**config.mk**
```make
export PLATFORM = sky130hd
export DESIGN_NAME = hub_rptr_ctrl
export DESIGN_NICKNAME = d
export VERILOG_FILES = /design/src/rtl/hub_rptr_pkg.sv /design/src/rtl/rptr_next_state.sv /design/src/rtl/rptr_port_track.sv /design/src/rtl/hub_rptr_ctrl.sv
export SDC_FILE = /design/constraint.sdc
export NUM_CORES = 1
export LEC_CHECK = 0
export BUFFER_PORTS_ARGS = -buffer_cell sky130_fd_sc_hd__buf_2
export CAP_MARGIN = 20
export CORE_AREA = 2 2 39 41
export CTS_CLUSTER_DIAMETER = 30
export DETAILED_ROUTE_END_ITERATION = 6
export DIE_AREA = 0 0 41 43
export PLACE_DENSITY = 0.48
export SLEW_MARGIN = 30
export SYNTH_ARGS = -nofsm -noshare
export SYNTH_HDL_FRONTEND = slang
export SYNTH_SLANG_ARGS = --single-unit
```
**constraint.sdc**
```tcl
create_clock -name clk_i -period 1.7 [get_ports clk_i]
set_input_delay 0.17 -clock clk_i [delete_from_list [all_inputs] [get_ports clk_i]]
set_output_delay 0.17 -clock clk_i [all_outputs]
set_load 0.1 [all_outputs]
```
**src/rtl/hub_rptr_pkg.sv**
```systemverilog
package hub_rptr_pkg;

  typedef enum logic [1:0] {
    ST_WSOP_UP = 2'd0,  // accept upstream start only
    ST_WEOP_UP = 2'd1,  // carrying upstream packet
    ST_WSOP    = 2'd2,  // accept start from either side
    ST_WEOP_DN = 2'd3   // carrying downstream packet
  } rptr_st_e;

  typedef enum logic [1:0] {
    DIR_IDLE = 2'b00,
    DIR_DN   = 2'b01,
    DIR_UP   = 2'b10
  } rptr_dir_e;

endpackage

```
**src/rtl/rptr_next_state.sv**
```systemverilog
module rptr_next_state
  import hub_rptr_pkg::*;
(
  input  rptr_st_e st_i,
  input  logic     sop_up_i,
  input  logic     eop_up_i,
  input  logic     sop_dn_i,
  input  logic     eop_dn_i,
  input  logic     eof1_i,
  input  logic     eof2_i,
  input  logic     sof_lock_i,
  output rptr_st_e st_nxt_o,
  output logic     capture_o,
  output logic     fire_o
);

  always_comb begin
    st_nxt_o  = st_i;
    capture_o = 1'b0;
    fire_o    = 1'b0;
    unique case (st_i)
      ST_WSOP_UP: begin
        if (!eof2_i && sop_up_i) st_nxt_o = ST_WEOP_UP;
      end
      ST_WEOP_UP: begin
        if (eof2_i)        st_nxt_o = ST_WSOP_UP;
        else if (eop_up_i) st_nxt_o = sof_lock_i ? ST_WSOP : ST_WSOP_UP;
      end
      ST_WSOP: begin
        if (eof2_i || eof1_i) st_nxt_o = ST_WSOP_UP;
        else if (sop_up_i)    st_nxt_o = ST_WEOP_UP;
        else if (sop_dn_i) begin
          st_nxt_o  = ST_WEOP_DN;
          capture_o = 1'b1;
        end
      end
      ST_WEOP_DN: begin
        if (eof2_i) begin
          st_nxt_o = ST_WSOP_UP;
          fire_o   = 1'b1;
        end else if (eop_dn_i) st_nxt_o = ST_WSOP;
      end
      default: st_nxt_o = ST_WSOP_UP;
    endcase
  end

endmodule

```
**src/rtl/rptr_port_track.sv**
```systemverilog
module rptr_port_track #(
  parameter int unsigned PORT_W = 2
) (
  input  logic              clk_i,
  input  logic              rst_ni,
  input  logic              capture_i,
  input  logic [PORT_W-1:0] port_i,
  input  logic              fire_i,
  output logic              dis_o,
  output logic [PORT_W-1:0] dis_id_o
);

  logic [PORT_W-1:0] port_q;

  always_ff @(posedge clk_i or negedge rst_ni) begin
    if (!rst_ni) begin
      port_q   <= '0;
      dis_o    <= 1'b0;
      dis_id_o <= '0;
    end else begin
      if (capture_i) port_q <= port_i;
      dis_o <= fire_i;
      if (fire_i) dis_id_o <= port_q;
    end
  end

  // pulse lasts one cycle
  p_dis_single_r7: assert property (@(posedge clk_i) disable iff (!rst_ni)
    dis_o |=> !dis_o);

  // pulse carries recorded port
  p_dis_port_r7: assert property (@(posedge clk_i) disable iff (!rst_ni)
    fire_i |=> (dis_o && dis_id_o == $past(port_q)));

endmodule

```
**src/rtl/hub_rptr_ctrl.sv**
```systemverilog
module hub_rptr_ctrl
  import hub_rptr_pkg::*;
#(
  parameter int unsigned NUM_PORTS = 4,
  localparam int unsigned PORT_W = (NUM_PORTS > 1) ? $clog2(NUM_PORTS) : 1
) (
  input  logic              clk_i,
  input  logic              rst_ni,
  input  logic              sop_up_i,
  input  logic              eop_up_i,
  input  logic              sop_dn_i,
  input  logic              eop_dn_i,
  input  logic [PORT_W-1:0] dn_port_i,
  input  logic              eof1_i,
  input  logic              eof2_i,
  input  logic              sof_lock_i,
  output logic [1:0]        dir_o,
  output logic              port_dis_o,
  output logic [PORT_W-1:0] port_dis_id_o
);

  rptr_st_e st_q, st_nxt;
  logic     capture, fire;

  rptr_next_state u_nxt (
    .st_i      (st_q),
    .sop_up_i  (sop_up_i),
    .eop_up_i  (eop_up_i),
    .sop_dn_i  (sop_dn_i),
    .eop_dn_i  (eop_dn_i),
    .eof1_i    (eof1_i),
    .eof2_i    (eof2_i),
    .sof_lock_i(sof_lock_i),
    .st_nxt_o  (st_nxt),
    .capture_o (capture),
    .fire_o    (fire)
  );

  always_ff @(posedge clk_i or negedge rst_ni) begin
    if (!rst_ni) st_q <= ST_WSOP_UP;
    else         st_q <= st_nxt;
  end

  rptr_port_track #(.PORT_W(PORT_W)) u_port (
    .clk_i    (clk_i),
    .rst_ni   (rst_ni),
    .capture_i(capture),
    .port_i   (dn_port_i),
    .fire_i   (fire),
    .dis_o    (port_dis_o),
    .dis_id_o (port_dis_id_o)
  );

  always_comb begin
    unique case (st_q)
      ST_WEOP_UP: dir_o = DIR_DN;
      ST_WEOP_DN: dir_o = DIR_UP;
      default:    dir_o = DIR_IDLE;
    endcase
  end

  p_dir_legal_r11: assert property (@(posedge clk_i) disable iff (!rst_ni)
    dir_o != 2'b11);

  p_sop_up_r2: assert property (@(posedge clk_i) disable iff (!rst_ni)
    (st_q == ST_WSOP_UP && sop_up_i && !eof2_i) |=> dir_o == DIR_DN);

  p_eop_dn_r5: assert property (@(posedge clk_i) disable iff (!rst_ni)
    (st_q == ST_WEOP_DN && eop_dn_i && !eof2_i) |=> (st_q == ST_WSOP && !port_dis_o));

  p_eof2_rearm_r8: assert property (@(posedge clk_i) disable iff (!rst_ni)
    eof2_i |=> st_q == ST_WSOP_UP);

  p_eof1_hold_r9: assert property (@(posedge clk_i) disable iff (!rst_ni)
    (st_q == ST_WEOP_UP && eof1_i && !eof2_i && !eop_up_i) |=> dir_o == DIR_DN);

endmodule

```
==> results summary <==
The worst clock skew came out at 0.00473 ns. The max-slew violation count was 0. The number of DRC violations after detailed routing came out at 0. The effective utilization at floorplan came out at 0.228.

The final number of hold-violating endpoints came out at 0. The category of the most critical setup path is reg2out. After layout, the design draws a total of 387 µW. The insertion delay to the later sink of the worst-skew pair is 0.25 ns. The deepest level of the CTS H-tree came out at 1. Of all nets on the critical path, the largest fanout is 8. The static leakage came out at 0.239 nW. Max-cap violations in this run came to 0.

The switching component of the power came out at 104 µW. The post-route cell area came out at 447 µm². Buffers inserted to repair hold after CTS numbered 1. At the worst endpoint, the arrival time is 1.34 ns.

The number of nets produced by synthesis came out at 36. The type of destination of the critical path is an output pin. Counting flops with an async set or reset pin after synthesis yields a share of 1.00.

The residual antenna-violating net count after detailed routing came out at 0. The average via count per standard cell is 4.33. The combinational cell fraction of total power came out at 0.150. The number of placed instances, taps included, is 56. The first global-routing pass estimated 903 µm of wire.

The top-level I/O count came out at 16. The cell count after synthesis came out at 25. The count of state elements after synthesis is 7. The type of the tightest min-delay check is in2reg. The run finished with clean final reports. The initial antenna violation count came to 0. The cell area after placement came out at 410 µm². The final route contains 264 vias. In this run the power density over the cells is 867 nW/µm². The number of global-route vias before repair came out at 233.

The total clock sinks came out at 7. The clock tree from TritonCTS is built. The net total in the final layout came out at 57. The wire length after detailed routing came out at 625 µm. The number of antenna diodes in the final layout is 0. The detailed-placement wirelength estimate came out at 490 µm. The placeable core area came out at 1380 µm². Measured along the x axis, the die boundary spans 41 µm. The worst vdd rail ir drop came out at 0.404 mV.

The number of enable-type register cells in the synthesized netlist is 0. For this run, the slowest stage of the critical path takes 0.44 ns. The critical-path cell with the highest stage delay is sky130_fd_sc_hd__dfrtp_1.

The switching power as a share of total power is 0.269. The most frequently used cell type in the post-synthesis netlist is sky130_fd_sc_hd__dfrtp_1. In this run, post-CTS repair resized a total of 0 instances. The final critical path time including I/O delays and setup came out at 1.51 ns.

The quantity of I/O buffers inserted on ports is 15. The fraction of the cycle the final worst path needs is 0.886. Setup repair after global routing left no endpoint under its margin. The clock tree buffer depth came out at 2. The post-synthesis to final-layout area growth is 41.7%. The mean area per synthesized cell is 12.6 µm². The cell area after technology mapping came out at 315 µm². The tree is rooted in a sky130_fd_sc_hd__clkbuf_4. The post-CTS setup-driven buffer insertion count came out at 0. The kind of start point of the critical path is a register. For this run, the number of Yosys warnings is 0. The detailed-routing iteration count for the pre-antenna-repair pass is 2. After layout, the worst setup slack is 0.195 ns. The required time of the worst setup path came out at 1.53 ns.

The final cell count without fillers is 61. Yosys mapped the design onto 14 distinct sky130hd cell types. The fraction of power consumed by the clock network came out at 0.390.

The share of the synthesized area in the top cell type is 0.556. After clock tree synthesis, the clock-pin slew on the worst setup and hold paths is 0.05 ns. Entering global routing, the biggest net connects 9 pins.

The highest clock rate came out at 664 MHz. Sorting the synthesized cells by how often they occur yields 7 x sky130_fd_sc_hd__dfrtp_1, 4 x sky130_fd_sc_hd__mux2_2, 2 x sky130_fd_sc_hd__a21oi_1, 2 x sky130_fd_sc_hd__nor2_1. The total track usage came out at 0.0828.

For this run, the share of the core covered by cells in the final layout is 0.323. The fraction of final layout cells sized beyond drive strength 1 came out at 0.600. The cell internal power dissipation is 283 µW. The number of DRC markers in iteration 0 is 1. The critical path goes through and2b_2 > buf_2. In the synthesized netlist the dominant register cell turns out to be sky130_fd_sc_hd__dfrtp_1.

The pre-CTS setup slack came out at 0.469 ns. The die covers 1760 µm². The share of the Yosys chip area taken by registers is 0.556. The total setup violations reported at the end of the flow is 0. By area the synthesized netlist is led by sky130_fd_sc_hd__dfrtp_1 56%, sky130_fd_sc_hd__mux2_2 14%, sky130_fd_sc_hd__nor3b_2 4.0%.

The routed wirelength normalized by instance count is 10.2 µm. The sequential group share of total power is 0.460. The final hold slack came out at 0.127 ns.

The floorplan has 14 rows. The largest area contributor in the netlist is sky130_fd_sc_hd__dfrtp_1. At the pin with the least slew margin, the transition time is 0.485 ns. The worst-case headroom to the max-slew limit is 0.679.

The die span in y came out at 43 µm. The sum of negative setup slack is 0 ns. The number of buffers added by the clock tree synthesis step came out at 3. The weighted congestion reported at the end of routability-driven placement is 0.633. The sum of overflow across all layers after global routing came out at 0.
sequential cells by signal, indices dropped and copies added, names as in the netlist:
| register | flops |
|---|---|
| u_port.dis_o | 1 |
| u_port.port_q | 2 |
| u_port.dis_id_o | 2 |
| st_q | 2 |
metal layers:
layer / global-route usage / vias to the layer above / share of wire / wire [µm]
li1: - / 132 / - / -
met1: 0.0918 / 111 / 0.46 / 288
met2: 0.113 / 19 / 0.34 / 215
met3: 0.0628 / 2 / 0.17 / 107
met4: 0.0400 / 0 / 0.021 / 13
met5: 0 / - / 0 / 0
critical path, delay by kind of cell, from the launching register on:
| kind | cells | cell delay [ns] |
|---|---|---|
| buffers and inverters | 1 | 0.41 |
| DFF | 1 | 0.44 |
| and+or+nand+nor | 1 | 0.23 |
layout make-up:
cell class / instances / area [µm²]
multi-input combinational: 17 / 136
sequential: 7 / 175
tap: 16 / 20.0
inverter: 1 / 3.75
timing repair buffer: 16 / 85.1
fill: 148 / 937
clock buffer: 4 / 26.3
power by group through the flow:
stage,sequential [mW],combinational [mW],clock [mW]
6_report,0.178,0.0580,0.151
5_1_grt,0.179,0.0628,0.167
4_1_cts,0.178,0.0589,0.162
3_5_place_dp,0.181,0.0571,0
3_3_place_gp,0.181,0.0574,0
2_1_floorplan,0.183,0.0322,0
cells by family (layout without fill, tap and decap cells):
kind of cell           count (synthesis)  count (layout)  synth area share
AO/OA/AOI/OAI                          4               4            0.0873
buffers and inverters                  1              21            0.0119
flip-flops                             7               7             0.556
multiplexers                           5               5             0.175
AND/OR/NAND/NOR                        8               8             0.171
cells in the final DEF (no fill, tap or decap), drive strengths merged:
master / n
buf: 15
and2: 1
mux2: 4
nor3: 1
a21oi: 2
dfrtp: 7
a2111oi: 1
a31o: 1
inv: 1
dlygate4sd3: 1
nand3: 1
nor3b: 1
and3: 1
clkbuf: 4
nor2: 2
mux2i: 1
and2b: 1
worst paths after layout:
check                                         from  cells past startpoint  slack (ns)            endpoint
worst max-delay path                       st_q[1]                      2        0.19            dir_o[0]
worst min-delay path                        eof2_i                      2        0.13             st_q[1]
worst max register to register             st_q[1]                      3        0.49    u_port.port_q[0]
worst min register to register  u_port.dis_id_o[1]                      1        0.50  u_port.dis_id_o[1]
max in group asynchronous                   rst_ni                      2        1.27    u_port.port_q[1]
min in group asynchronous                   rst_ni                      2        0.27             st_q[0]
Power figures use the tool's default switching activity.
